<file path="src/rtl/ctrl_mode_pkg.sv">
package ctrl_mode_pkg;
  localparam int unsigned CM_DW = 32;

  typedef enum logic [2:0] {
    SEL_CTRL  = 3'd0,
    SEL_BASE  = 3'd1,
    SEL_FEAT  = 3'd2,
    SEL_EXT   = 3'd3,
    SEL_GATE  = 3'd4
  } wsel_e;

  // control word bit positions
  localparam int unsigned C_PE = 0;
  localparam int unsigned C_MP = 1;
  localparam int unsigned C_EM = 2;
  localparam int unsigned C_TS = 3;
  localparam int unsigned C_ET = 4;
  localparam int unsigned C_WP = 16;
  localparam int unsigned C_PG = 31;

  // feature word bit positions
  localparam int unsigned F_PSE = 4;
  localparam int unsigned F_PAE = 5;
  localparam int unsigned F_PGE = 7;

  // extended word bit positions
  localparam int unsigned X_LME = 8;
  localparam int unsigned X_LMA = 10;

  localparam int unsigned GATE_BIT = 20;

  typedef struct packed {
    logic lma;
    logic ts;
    logic em;
    logic mp;
    logic addseg;
    logic pe;
  } hflag_t;
endpackage

</file>
<file path="src/rtl/cm_ctrl_word.sv">
module cm_ctrl_word
  import ctrl_mode_pkg::*;
#(
  parameter int unsigned DW = CM_DW
) (
  input  logic          clk,
  input  logic          rst_n,
  input  logic          wr,
  input  logic [DW-1:0] wdata,
  input  logic          lme,
  input  logic          pae,
  output logic [DW-1:0] ctrl_q,
  output logic          lma_q,
  output logic          flush_req,
  output logic          trunc_req
);
  localparam logic [DW-1:0] RST_VAL   = DW'(32'h6000_0010);
  localparam logic [DW-1:0] ET_MASK   = DW'(1) << C_ET;
  localparam logic [DW-1:0] WATCH_MSK = (DW'(1) << C_PG) | (DW'(1) << C_WP) | (DW'(1) << C_PE);

  logic pg_now, pg_next, go_long, refuse, leave_long, take;

  always_comb begin
    pg_now     = ctrl_q[C_PG];
    pg_next    = wdata[C_PG];
    go_long    = wr && !pg_now && pg_next && lme;
    refuse     = go_long && !pae;
    leave_long = wr && pg_now && !pg_next && lma_q;
    take       = wr && !refuse;
    flush_req  = take && (((wdata ^ ctrl_q) & WATCH_MSK) != '0);
    trunc_req  = leave_long;
  end

  always_ff @(posedge clk) begin
    if (!rst_n) begin
      ctrl_q <= RST_VAL;
      lma_q  <= 1'b0;
    end else begin
      if (take)
        ctrl_q <= wdata | ET_MASK;
      if (go_long && pae)
        lma_q <= 1'b1;
      else if (leave_long)
        lma_q <= 1'b0;
    end
  end

  AST_ET_STUCK_HIGH: assert property (@(posedge clk) disable iff (!rst_n)
    ctrl_q[C_ET]) else $error("extension-type bit low");

  AST_LMA_NEEDS_PAE: assert property (@(posedge clk) disable iff (!rst_n)
    $rose(lma_q) |-> ($past(pae) && ctrl_q[C_PG])) else $error("long mode without PAE");
endmodule

</file>
<file path="src/rtl/cm_aux_regs.sv">
module cm_aux_regs
  import ctrl_mode_pkg::*;
#(
  parameter int unsigned DW = CM_DW
) (
  input  logic          clk,
  input  logic          rst_n,
  input  logic          wr_base,
  input  logic          wr_feat,
  input  logic          wr_ext,
  input  logic [DW-1:0] wdata,
  input  logic          paging,
  output logic [DW-1:0] base_q,
  output logic [DW-1:0] feat_q,
  output logic [DW-1:0] ext_q,
  output logic          flush_req
);
  localparam logic [DW-1:0] FEAT_WATCH = (DW'(1) << F_PSE) | (DW'(1) << F_PAE) | (DW'(1) << F_PGE);
  localparam logic [DW-1:0] LMA_CLR    = ~(DW'(1) << X_LMA);

  always_comb begin
    flush_req = (wr_base && paging) ||
                (wr_feat && (((wdata ^ feat_q) & FEAT_WATCH) != '0));
  end

  always_ff @(posedge clk) begin
    if (!rst_n) begin
      base_q <= '0;
      feat_q <= '0;
      ext_q  <= '0;
    end else begin
      if (wr_base) base_q <= wdata;
      if (wr_feat) feat_q <= wdata;
      if (wr_ext)  ext_q  <= wdata & LMA_CLR;
    end
  end

  AST_EXT_NO_LMA_STORE: assert property (@(posedge clk) disable iff (!rst_n)
    wr_ext |=> !ext_q[X_LMA]) else $error("active bit stored from software");
endmodule

</file>
<file path="src/rtl/cm_gate20.sv">
module cm_gate20
  import ctrl_mode_pkg::*;
#(
  parameter int unsigned DW = CM_DW
) (
  input  logic          clk,
  input  logic          rst_n,
  input  logic          wr,
  input  logic          level,
  output logic [DW-1:0] mask_q,
  output logic          change
);
  localparam logic [DW-1:0] LOW_MASK = ~(DW'(1) << GATE_BIT);

  always_comb change = wr && (level != mask_q[GATE_BIT]);

  always_ff @(posedge clk) begin
    if (!rst_n)
      mask_q <= '1;
    else if (change)
      mask_q <= LOW_MASK | (DW'(level) << GATE_BIT);
  end

  AST_MASK_ONLY_BIT20: assert property (@(posedge clk) disable iff (!rst_n)
    (mask_q | ~LOW_MASK) == '1) else $error("mask bit outside line 20 cleared");
endmodule

</file>
<file path="src/rtl/ctrl_mode_unit.sv">
module ctrl_mode_unit
  import ctrl_mode_pkg::*;
#(
  parameter int unsigned DW = CM_DW
) (
  input  logic          clk,
  input  logic          rst_n,
  input  logic          wr_en,
  input  logic [2:0]    wr_sel,
  input  logic [DW-1:0] wr_data,
  input  logic          addseg_in,
  output logic [DW-1:0] cr0,
  output logic [DW-1:0] cr3,
  output logic [DW-1:0] cr4,
  output logic [DW-1:0] efer,
  output logic [DW-1:0] a20_mask,
  output logic [5:0]    hflags,
  output logic          tlb_flush,
  output logic          exit_block,
  output logic          ip_trunc
);
  logic wr_ctrl, wr_base, wr_feat, wr_ext, wr_gate;
  logic lma, ctrl_flush, ctrl_trunc, aux_flush, gate_chg;
  logic [DW-1:0] ext_raw;
  hflag_t hf;

  always_comb begin
    wr_ctrl = wr_en && (wr_sel == SEL_CTRL);
    wr_base = wr_en && (wr_sel == SEL_BASE);
    wr_feat = wr_en && (wr_sel == SEL_FEAT);
    wr_ext  = wr_en && (wr_sel == SEL_EXT);
    wr_gate = wr_en && (wr_sel == SEL_GATE);
  end

  cm_ctrl_word #(.DW(DW)) u_ctrl (
    .clk(clk), .rst_n(rst_n), .wr(wr_ctrl), .wdata(wr_data),
    .lme(ext_raw[X_LME]), .pae(cr4[F_PAE]),
    .ctrl_q(cr0), .lma_q(lma), .flush_req(ctrl_flush), .trunc_req(ctrl_trunc)
  );

  cm_aux_regs #(.DW(DW)) u_aux (
    .clk(clk), .rst_n(rst_n), .wr_base(wr_base), .wr_feat(wr_feat),
    .wr_ext(wr_ext), .wdata(wr_data), .paging(cr0[C_PG]),
    .base_q(cr3), .feat_q(cr4), .ext_q(ext_raw), .flush_req(aux_flush)
  );

  cm_gate20 #(.DW(DW)) u_gate (
    .clk(clk), .rst_n(rst_n), .wr(wr_gate), .level(wr_data[0]),
    .mask_q(a20_mask), .change(gate_chg)
  );

  always_comb begin
    efer          = ext_raw;
    efer[X_LMA]   = lma;
    hf.pe         = cr0[C_PE];
    hf.addseg     = !cr0[C_PE] || addseg_in;
    hf.mp         = cr0[C_MP];
    hf.em         = cr0[C_EM];
    hf.ts         = cr0[C_TS];
    hf.lma        = lma;
    hflags        = hf;
  end

  always_ff @(posedge clk) begin
    if (!rst_n) begin
      tlb_flush  <= 1'b0;
      exit_block <= 1'b0;
      ip_trunc   <= 1'b0;
    end else begin
      tlb_flush  <= ctrl_flush || aux_flush || gate_chg;
      exit_block <= gate_chg;
      ip_trunc   <= ctrl_trunc;
    end
  end

  AST_EXIT_WITH_FLUSH: assert property (@(posedge clk) disable iff (!rst_n)
    exit_block |-> tlb_flush) else $error("exit without flush");

  AST_PULSE_FROM_WRITE: assert property (@(posedge clk) disable iff (!rst_n)
    (tlb_flush || ip_trunc) |-> $past(wr_en)) else $error("pulse without write");

  AST_TRUNC_ON_LEAVE: assert property (@(posedge clk) disable iff (!rst_n)
    $fell(lma) |-> ip_trunc) else $error("long mode left without truncate");
endmodule

</file>
<file path="config.mk">
export PLATFORM = sky130hd
export DESIGN_NAME = ctrl_mode_unit
export DESIGN_NICKNAME = d
export VERILOG_FILES = /design/src/rtl/ctrl_mode_pkg.sv /design/src/rtl/cm_ctrl_word.sv /design/src/rtl/cm_aux_regs.sv /design/src/rtl/cm_gate20.sv /design/src/rtl/ctrl_mode_unit.sv
export SDC_FILE = /design/constraint.sdc
export NUM_CORES = 1
export LEC_CHECK = 0
export CAP_MARGIN = 10
export CORE_MARGIN = 1
export CORE_UTILIZATION = 55
export CTS_BUF_LIST = sky130_fd_sc_hd__clkbuf_4 sky130_fd_sc_hd__clkbuf_8
export DETAILED_ROUTE_END_ITERATION = 6
export DONT_BUFFER_PORTS = 1
export GPL_TIMING_DRIVEN = 0
export PLACE_DENSITY_LB_ADDON = 0.1
export SYNTH_ARGS = -nofsm -noshare
export SYNTH_HDL_FRONTEND = slang
export SYNTH_SLANG_ARGS = --single-unit
</file>
<file path="constraint.sdc">
create_clock -name clk -period 3.5 [get_ports clk]
set_clock_uncertainty 0.05 [all_clocks]
set_input_delay 0.175 -clock clk [delete_from_list [all_inputs] [get_ports clk]]
set_output_delay 0.175 -clock clk [all_outputs]
set_load 0.02 [all_outputs]
</file>
==> reports/metrics.yaml, run 1 <==
seqCellArea_um2: 2623
met1_usage_pct: 33.14
antennaDiodeCount: 0
worstSetupPathType: "in2reg"
grt_setup_unrepaired: "no"
vdd_drop_max_mv: 0.3019
final_cell_count_no_fill: 858
p_total_w: 0.003192
finalSetupViolations: 0
drc: 0
grtUsageTotal_pct: 29.24
syn_area_um2: 5313
tns_ns: 0
fin_crit_sh_pct: 52.38
cp_num_buf_inv: 3
synthAdderAreaFrac_pct: 0
cts_tree: "built"
coreArea_um2: 9284
seqPwrFrac_pct: 49.6
critPathMaxStageDelay_ns: 0.55
layout-drive-gt1-share_pct: 13.17
path_delay_family: "buffers and inverters"
gp_congestion: 0.7810
fin_ws_ns: 1.667
clkPwrFrac_pct: 42.6
p_leak_nw: 2.326
startpoint_type: "input pin"
synth_cell_types: 32
port_buffers: 0
use_met2_pct: 50.16
yosysTopAreaCell: "dfxtp_1"
finalHoldViolCount: 0
final_common_cell: "nand2_1"
dp.cells: 792
clk_latency_ns: 0.43
layout.cells.most_common_list: "nand2_1, dfxtp_1, a21boi_0, a21boi_1, buf_4"
ant_nets: 0
switching_power_w: 0.0008208
die_h_um: 100.3
finalCriticalPeriod_ns: 1.833
numCtsBuffers: 17
place_hpwl_mm: 10.04
path_max_fanout: 10
grt_pass1_wl_mm: 22.36
ys_top_cells_by_area: "dfxtp_1, nand2_1, a21boi_0, a21boi_1, buf_4"
grt_max_degree: 17
clkSinkCount: 131
multiInputGateArea_um2: 2286
die_w_um: 100.3
synthDominantCellAreaShare_pct: 49.36
postCtsSetupRepairBufs: 0
max_slew_margin_pct: 59.05
dp_slack_ns: 1.719
yosysWarningCount: 0
fillers: 780
intPower_w: 0.002372
hold_slack_ns: 0.05425
grt_pass1_vias: 4334
htree_num_levels: 4
netlist_instances: 632
grt_remaining_overflow: 0
crit_path_frequent_cell: "nand2_1"
worst_pin_slew_ns: 0.6142
synth_top_family_by_area: "simple AND/OR/NAND/NOR gates"
wl_per_cell_um: 16.84
slowest_stage: "dlygate4sd3_1"
drt_iter0_drc: 194
area_growth_pct: 19.69
max_freq_mhz: 545.5
drv_slew: 0
synth_seq_area_share_pct: 49.36
hp-class: "in2reg"
path_cells: "dlygate4sd3_1, buf_4, nand2_1, o31ai_2, clkbuf_1, nand2_1, a21boi_1"
antenna_found_initial: 0
yosys.area_share.xor_xnor_pct: 1.154
dieArea_um2: 10060
crit_path_end_kind: "flop"
synth-async-reset-ratio_pct: 0
p_sw_share_pct: 25.71
crit_arrival_ns: 2.14
cts_buffer_depth: 2
first_pass_iters: 4
root_buffer: "clkbuf_8"
power.density_nw_per_um2: 502.1
start_util_pct: 57.22
synth_flop_cell: "dfxtp_1"
muxShareOfSynthArea_pct: 0.1884
cp.required_ns: 3.80
avgSynthCellArea_um2: 8.406
synth_compound_area_share_pct: 18.79
avgViaCountPerCell: 5.106
status: "complete, no violations"
combPwrFrac_pct: 7.8
vias: 4381
ios: 208
drt-total-wl_mm: 14.45
top_usage_layer: "met2"
fp-row-count: 35
drv_cap: 0
use_met3_pct: 10.65
ys_ff_latch: 131
finalNetCount: 755
path_clk_slew_ns: 0.07
synth_edf_count: 0
synth-simple-area-share_pct: 20.63
==> through the flow <==
| stage | area [um2] | utilization [%] |
|---|---|---|
| 6_report | 6359 | 68.49 |
| 5_1_grt | 6359 | 68.49 |
| 4_1_cts | 6359 | 68.49 |
| 3_5_place_dp | 5590 | 60.22 |
| 3_3_place_gp | 5590 | 60.22 |
| 2_1_floorplan | 5429 | - |
==> layer usage <==
metal  wire (um)  part of all wire (%)
met1        5831                    40
met2        7147                    49
met3        1188                   8.2
met4         284                   2.0
met5           0                     0
==> final cells by class <==
cell class              instances  share of cell area, %
clock inverters                13                  2.715
multi-input cells             446                  35.95
plain buffers                  86                  8.186
repair buffers                 34                  5.352
flip-flops and latches        131                  41.24
clock buffers                  19                  4.014
well taps                     129                  2.538
==> worst min-delay path, delay by kind of cell <==
kind / cells / cell delay [ns]
XOR/XNOR: 1 / 0.05
AO/OA/AOI/OAI: 2 / 0.27
==> cell families (layout without fill, tap and decap cells) <==
logic type | Yosys count | after routing
AO/OA/AOI/OAI | 133 | 133
AND/OR/NAND/NOR | 273 | 273
other | 1 | 32
flip-flops | 131 | 131
multiplexers | 1 | 1
XOR/XNOR | 7 | 7
buffers and inverters | 86 | 152
==> timing repair <==
action,4_1_cts,5_1_grt
gates resized for setup,0,0
hold endpoints to repair,122,0
hold buffers,34,0
==> state kept, by name, indices dropped and copies added, names as in the netlist <==
| register | flops |
|---|---|
| u_ctrl.lma_q | 1 |
| u_ctrl.ctrl_q | 31 |
| u_aux.base_q | 32 |
| ip_trunc | 1 |
| tlb_flush | 1 |
| u_aux.ext_q | 31 |
| u_gate.mask_q | 1 |
| exit_block | 1 |
| u_aux.feat_q | 32 |
==> path summary, 6_finish.rpt <==
| kind | start | end | slack, ns | cells after the start |
|---|---|---|---|---|
| max | wr_data[31] | u_ctrl.ctrl_q[18] | 1.67 | 7 |
| min reg2reg | u_aux.ext_q[8] | u_aux.ext_q[8] | 0.47 | 2 |
| min | wr_data[5] | tlb_flush | 0.05 | 3 |
| max reg2reg | u_ctrl.ctrl_q[31] | u_ctrl.ctrl_q[18] | 1.69 | 5 |
==> power groups by stage <==
stage          clock network (W)  logic [W]  registers (W)
6_report                 0.00136   0.000250        0.00158
5_1_grt                  0.00145   0.000272        0.00159
4_1_cts                  0.00138   0.000247        0.00158
3_5_place_dp                   0   0.000199        0.00162
3_3_place_gp                   0   0.000193        0.00162
2_1_floorplan                  0   0.000162        0.00161
==> synth_stat cells, drive strengths merged, types with 2 or more instances <==
cell type / count
a21boi: 124
a31oi: 2
buf: 58
clkbuf: 28
dfxtp: 131
nand2: 255
nand3: 5
nand3b: 2
o21ai: 3
o31a: 2
xnor2: 7
Note: power is estimated with default switching activity, not from simulation.
==> run 2, diff against run 1 <==
--- a/config.mk
+++ b/config.mk
@@ -5,6 +5,7 @@
 export SDC_FILE = /design/constraint.sdc
 export NUM_CORES = 1
 export LEC_CHECK = 0
+export ABC_AREA = 1
 export CAP_MARGIN = 10
 export CORE_MARGIN = 1
 export CORE_UTILIZATION = 55
==> constraint.sdc (replaced) <==
create_clock -name clk -period 1.9 [get_ports clk]
set_clock_uncertainty 0.05 [all_clocks]
set_input_delay 0.095 -clock clk [delete_from_list [all_inputs] [get_ports clk]]
set_output_delay 0.095 -clock clk [all_outputs]
set_load 0.02 [all_outputs]
==> reports/metrics.yaml, run 2 <==
vias: 4445  # was 4381
area_growth_pct: 21.84  # was 19.69%
ys_top_cells_by_area: "dfxtp_1, nor2_1, o21ai_0, buf_4, o21ai_1"  # was dfxtp_1, nand2_1, a21boi_0, a21boi_1, buf_4
clk_latency_ns: 0.42  # was 0.43 ns
synth_edf_count: 0  # unchanged
synth_cell_types: 27  # was 32
grtUsageTotal_pct: 30.44  # was 29.24%
numCtsBuffers: 17  # unchanged
die_w_um: 98.30  # was 100.3 um
dieArea_um2: 9662  # was 10060 um2
start_util_pct: 57.64  # was 57.22%
drc: 14  # was 0
synth-async-reset-ratio_pct: 0  # unchanged
syn_area_um2: 5100  # was 5313 um2
fin_crit_sh_pct: 90.86
power.density_nw_per_um2: 1022  # was 502.1 nW/um2
die_h_um: 98.30  # was 100.3 um
max_slew_margin_pct: 59.23  # was 59.05%
worst_pin_slew_ns: 0.6116  # was 0.6142 ns
status: "complete, but fails checks"  # was complete, no violations
final_cell_count_no_fill: 855  # was 858
hp-class: "in2reg"  # unchanged
crit_path_end_kind: "flop"  # unchanged
crit_arrival_ns: 1.99  # was 2.14 ns
coreArea_um2: 8848  # was 9284 um2
cp.required_ns: 2.17  # was 3.80 ns
ant_nets: 0  # unchanged
utilization_pct: 70.22  # was 68.49%
grt_max_degree: 17  # unchanged
fin_ws_ns: 0.1736  # was 1.667 ns
avgSynthCellArea_um2: 7.895  # was 8.406 um2
yosysTopAreaCell: "dfxtp_1"  # unchanged
finalNetCount: 773  # was 755
layout.cells.most_common_list: "nor2_1, dfxtp_1, o21ai_0, o21ai_1"  # was nand2_1, dfxtp_1, a21boi_0, a21boi_1, buf_4
final_common_cell: "nor2_1"  # was nand2_1
ys_ff_latch: 131  # unchanged
finalSetupViolations: 0  # unchanged
finalHoldViolCount: 0  # unchanged
dp_slack_ns: 0.4702  # was 1.719 ns
failed_checks: "DRC"
path_clk_slew_ns: 0.07  # about the same
layout-drive-gt1-share_pct: 13.79  # was 13.17%
place_hpwl_mm: 9.838  # was 10.04 mm
path_max_fanout: 9  # was 10
drv_cap: 0  # unchanged
fp-row-count: 34  # was 35
clkSinkCount: 131  # unchanged
avgViaCountPerCell: 5.199  # was 5.106
cts_tree: "built"  # unchanged
synth_common_cells: "nor2_1, dfxtp_1, o21ai_0, o21ai_1"  # was nand2_1, dfxtp_1, a21boi_0, a21boi_1, buf_4
synthDominantCellAreaShare_pct: 51.42  # was 49.36%
max_freq_mhz: 579.2
synth.most_common_cell: "nor2_1"  # was nand2_1
htree_num_levels: 4  # unchanged
root_buffer: "clkbuf_8"  # unchanged
port_buffers: 0  # unchanged
antenna_found_initial: 0  # unchanged
netlist_instances: 646  # was 632
yosysWarningCount: 0  # unchanged
gp_congestion: 0.8130  # was 0.7810
drt_iter0_drc: 209  # was 194
grt_remaining_overflow: 0  # unchanged
finalCriticalPeriod_ns: 1.726
grt_setup_unrepaired: "no"  # unchanged
vdd_drop_max_mv: 0.5438  # was 0.3019 mV
startpoint_type: "input pin"  # unchanged
dp.cells: 785  # was 792
first_pass_iters: 7  # was 4
reg.largest.list: "u_aux.base_q (32), u_aux.feat_q (32)"  # unchanged
synth_flop_cell: "dfxtp_1"  # unchanged
antennaDiodeCount: 0  # unchanged
drt-total-wl_mm: 14.32  # was 14.45 mm
grt_pass1_vias: 4377  # was 4334
cts_buffer_depth: 2  # unchanged
ios: 208  # unchanged
tns_ns: 0  # unchanged
drv_slew: 0  # unchanged
grt_pass1_wl_mm: 22.69  # was 22.36 mm
synth_seq_area_share_pct: 51.42  # was 49.36%
p_leak_nw: 2.671  # was 2.326 nW
r2r_setup_slack_ns: 0.45  # was 1.69 ns
worstSetupPathType: "in2reg"  # unchanged
wl_per_cell_um: 16.75  # was 16.84 um
[run 2: cell count changes after synthesis, sizes merged, moves of 2 or more]
cell | previous run | this run
a31oi | 2 | 0
xnor2 | 7 | 1
nor2 | 1 | 167
o21ai | 3 | 125
o31a | 2 | 0
a21oi | 0 | 46
inv | 0 | 53
a21boi | 124 | 0
nand3 | 5 | 8
clkbuf | 28 | 21
nand2 | 255 | 31
[run 2: what timing repair did]
item | CTS | global route
hold buffers | 38 | 0
endpoints found under the hold margin | 131 | 0
setup buffers | 0 | 0
gates resized for setup | 0 | 0
[run 2: critical path, cell delays in order]
cell	delay, ns
dlygate4sd3_1	0.63
nor2_8	0.19
inv_2	0.07
nor3_4	0.18
inv_2	0.13
nor2_1	0.10
dlygate4sd3_1	0.55
nor2_1	0.04
[run 2: kinds of logic after synthesis]
logic type | synth area share (%)
AND/OR/NAND/NOR | 17.10
AO/OA/AOI/OAI | 16.93
flip-flops | 51.42
buffers and inverters | 14.30
XOR/XNOR | 0.1718
other | 0.07353
[run 2: cell type report]
cell class	instances	area (um2)
clock buffers	21	282.8
flip-flops and latches	131	2623
plain buffers	78	528.0
clock inverters	11	198.9
multi-input cells	415	1864
fillers	745	2635
well taps	108	135.1
repair buffers	38	380.4
inverters	53	201.4
[run 2: worst paths after layout]
kind / startpoint / endpoint / cells after the start
worst max-delay path: wr_sel[2] / u_aux.base_q[3] / 8
worst min-delay path: wr_sel[0] / u_aux.ext_q[26] / 3
worst max register to register: u_ctrl.ctrl_q[31] / u_ctrl.ctrl_q[29] / 8
worst min register to register: u_aux.ext_q[8] / u_aux.ext_q[8] / 2
[run 2: routing by layer]
metal  up-vias  wire length, um  GRT usage, %  part of all wire (%)
li1       2175                -             -                     -
met1      2029             5587         35.33                    39
met2       222             7036         51.79                    49
met3        19             1469         10.45                    10
met4         0              231         11.71                   1.6
met5         -                0             0                     0
[run 2: power by group]
group,total (W),internal [W],switching (W)
Combinational,0.000518,0.000201,0.000317
Sequential,0.00303,0.00284,0.000189
Clock,0.00280,0.00170,0.00110
[run 2: stage by stage]
step	total power [W]	hold slack (ns)	instance area (um2)
finish	0.006348	0.02156	6213
global route	0.006558	0.04418	6213
CTS	0.006352	0.001488	6213
detailed placement	0.003504	0.1796	5351
global placement	0.003491	0.1742	5351
floorplan	0.003409	0.1711	5216
==> run 3, diff against run 2 <==
--- a/config.mk
+++ b/config.mk
@@ -16,4 +16,5 @@
 export PLACE_DENSITY_LB_ADDON = 0.1
 export SYNTH_ARGS = -nofsm -noshare
 export SYNTH_HDL_FRONTEND = slang
+export SYNTH_HIERARCHICAL = 1
 export SYNTH_SLANG_ARGS = --single-unit
==> reports/metrics.yaml, run 3 <==
drt_iter0_drc: 287  # was 209
layout-drive-gt1-share_pct: 14.66  # was 13.79%
crit_arrival_ns: 1.89  # was 1.99 ns
min_from: "rst_n"  # was wr_sel[0]
path_max_fanout: 10  # was 9
p_leak_nw: 2.984  # was 2.671 nW
die_w_um: 100.3  # was 98.30 um
fp-row-count: 35  # was 34
post_cts_resized: 0  # unchanged
hold_slack_ns: 0.02550  # was 0.02156 ns
root_buffer: "clkbuf_8"  # unchanged
top_layer_used: "met4"  # unchanged
finalHoldViolCount: 0  # unchanged
die_h_um: 100.3  # was 98.30 um
netlist_instances: 715  # was 646
avgSynthCellArea_um2: 7.432  # was 7.895 um2
antennaDiodeCount: 0  # unchanged
hold_buffers: 35  # was 38
hp-class: "in2reg"  # unchanged
clk_latency_ns: 0.41  # was 0.42 ns
tns_ns: 0  # unchanged
drv_cap: 0  # unchanged
finalSetupViolations: 0  # unchanged
gp_congestion: 0.8811  # was 0.8130
htree_num_levels: 4  # unchanged
final_common_cell: "nor2_1"  # unchanged
grt_max_degree: 17  # unchanged
cts_buffer_depth: 2  # unchanged
numCtsBuffers: 17  # unchanged
cp.required_ns: 2.19  # was 2.17 ns
clkSinkCount: 131  # unchanged
power.density_nw_per_um2: 941.3  # was 1022 nW/um2
drv_slew: 0  # unchanged
grtUsageTotal_pct: 31.08  # was 30.44%
route.met2.wl_mm: 7.116  # was 7.036 mm
max_freq_mhz: 624.2  # was 579.2 MHz
grt_pass1_wl_mm: 23.69  # was 22.69 mm
startpoint_type: "flop"  # was input pin
dieArea_um2: 10060  # was 9662 um2
fin_crit_sh_pct: 84.31  # was 90.86%
route.layer.met1.wl_mm: 6.408  # was 5.587 mm
drt-total-wl_mm: 15.40  # was 14.32 mm
vdd_drop_max_mv: 0.5439  # was 0.5438 mV
fillers: 836  # was 745
grt_remaining_overflow: 0  # unchanged
finalCriticalPeriod_ns: 1.602  # was 1.726 ns
reg.largest.list: "u_aux/base_q (32), u_aux/feat_q (32)"  # was u_aux.base_q (32), u_aux.feat_q (32)
met3WireLength_mm: 1.587  # was 1.469 mm
grt_pass1_vias: 4613  # was 4377
vias: 4831  # was 4445
first_pass_iters: 5  # was 7
regToRegStartpoint: "u_aux/feat_q[5]"  # was u_ctrl.ctrl_q[31]
avgViaCountPerCell: 5.134  # was 5.199
ant_nets: 0  # unchanged
cts_tree: "built"  # unchanged
finalNetCount: 838  # was 773
yosysWarningCount: 6  # was 0
syn_area_um2: 5314  # was 5100 um2
coreArea_um2: 9284  # was 8848 um2
place_hpwl_mm: 10.94  # was 9.838 mm
area_growth_pct: 19.61  # was 21.84%
max_slew_margin_pct: 62.16  # was 59.23%
crit_path_end_kind: "flop"  # unchanged
status: "complete, no violations"  # was complete, but fails checks
worstSetupPathType: "reg2reg"  # was in2reg
drc: 0  # was 14
grt_setup_unrepaired: "no"  # unchanged
ios: 208  # unchanged
start_util_pct: 57.24  # was 57.64%
postCtsSetupRepairBufs: 0  # unchanged
cp-startpoint: "u_aux/feat_q[5]"  # was wr_sel[2]
wl_per_cell_um: 16.37  # was 16.75 um
port_buffers: 0  # unchanged
final_cell_area_um2: 6356  # was 6213 um2
worst_pin_slew_ns: 0.5658  # was 0.6116 ns
postPlaceCellArea_um2: 5588  # was 5351 um2
antenna_found_initial: 0  # unchanged
layout.cells.most_common_list: "nor2_1, dfxtp_1, o21ai_0, nand2_1"  # was nor2_1, dfxtp_1, o21ai_0, o21ai_1
path_clk_slew_ns: 0.08  # was 0.07 ns
run 3: worst paths after layout:
check / slack [ns] / end / cells past startpoint
max: 0.30 / tlb_flush / 7
max reg2reg: 0.30 / tlb_flush / 7
min: 0.03 / u_aux/ext_q[19] / 3
min reg2reg: 0.53 / u_ctrl/lma_q / 2
run 3: layout make-up:
cell class / count / area, um2 / share of cell area, %
multi-input cells: 482 / 2077 / 32.68
clock buffers: 20 / 262.8 / 4.134
plain buffers: 84 / 546.8 / 8.602
well taps: 129 / 161.4 / 2.539
clock inverters: 12 / 155.1 / 2.441
flip-flops and latches: 131 / 2623 / 41.26
inverters: 48 / 180.2 / 2.835
repair buffers: 35 / 350.3 / 5.512
run 3: per-stage QoR:
step           worst slack (ns)  total power [W]  util (%)  cells
6_report                 0.2980         0.005983     68.46    941
5_1_grt                  0.1575         0.006212     68.46    941
4_1_cts                  0.3253         0.006002     68.46    941
3_5_place_dp             0.3722         0.003489     60.19    874
3_3_place_gp             0.3991         0.003476     60.19    874
2_1_floorplan            0.6246         0.003398         -    745
run 3: critical path: stages (launching register included):
cell	delay, ns
dfxtp_1	0.61
inv_1	0.11
nand3_2	0.13
buf_6	0.15
nand2_1	0.12
a21oi_1	0.15
nor2_1	0.07
a21oi_1	0.13
run 3: where the power goes:
part	switching [W]	total, W	internal, W
Clock	0.00108	0.00244	0.00137
Sequential	0.000190	0.00303	0.00284
Combinational	0.000313	0.000509	0.000197
Total	0.00158	0.00598	0.00440
run 3: layer usage:
layer | global-route usage, % | up-vias
met2 | 49.89 | 244
met3 | 10.65 | 23
li1 | - | 2356
met1 | 38.49 | 2208
met4 | 11.93 | 0
met5 | 0 | -
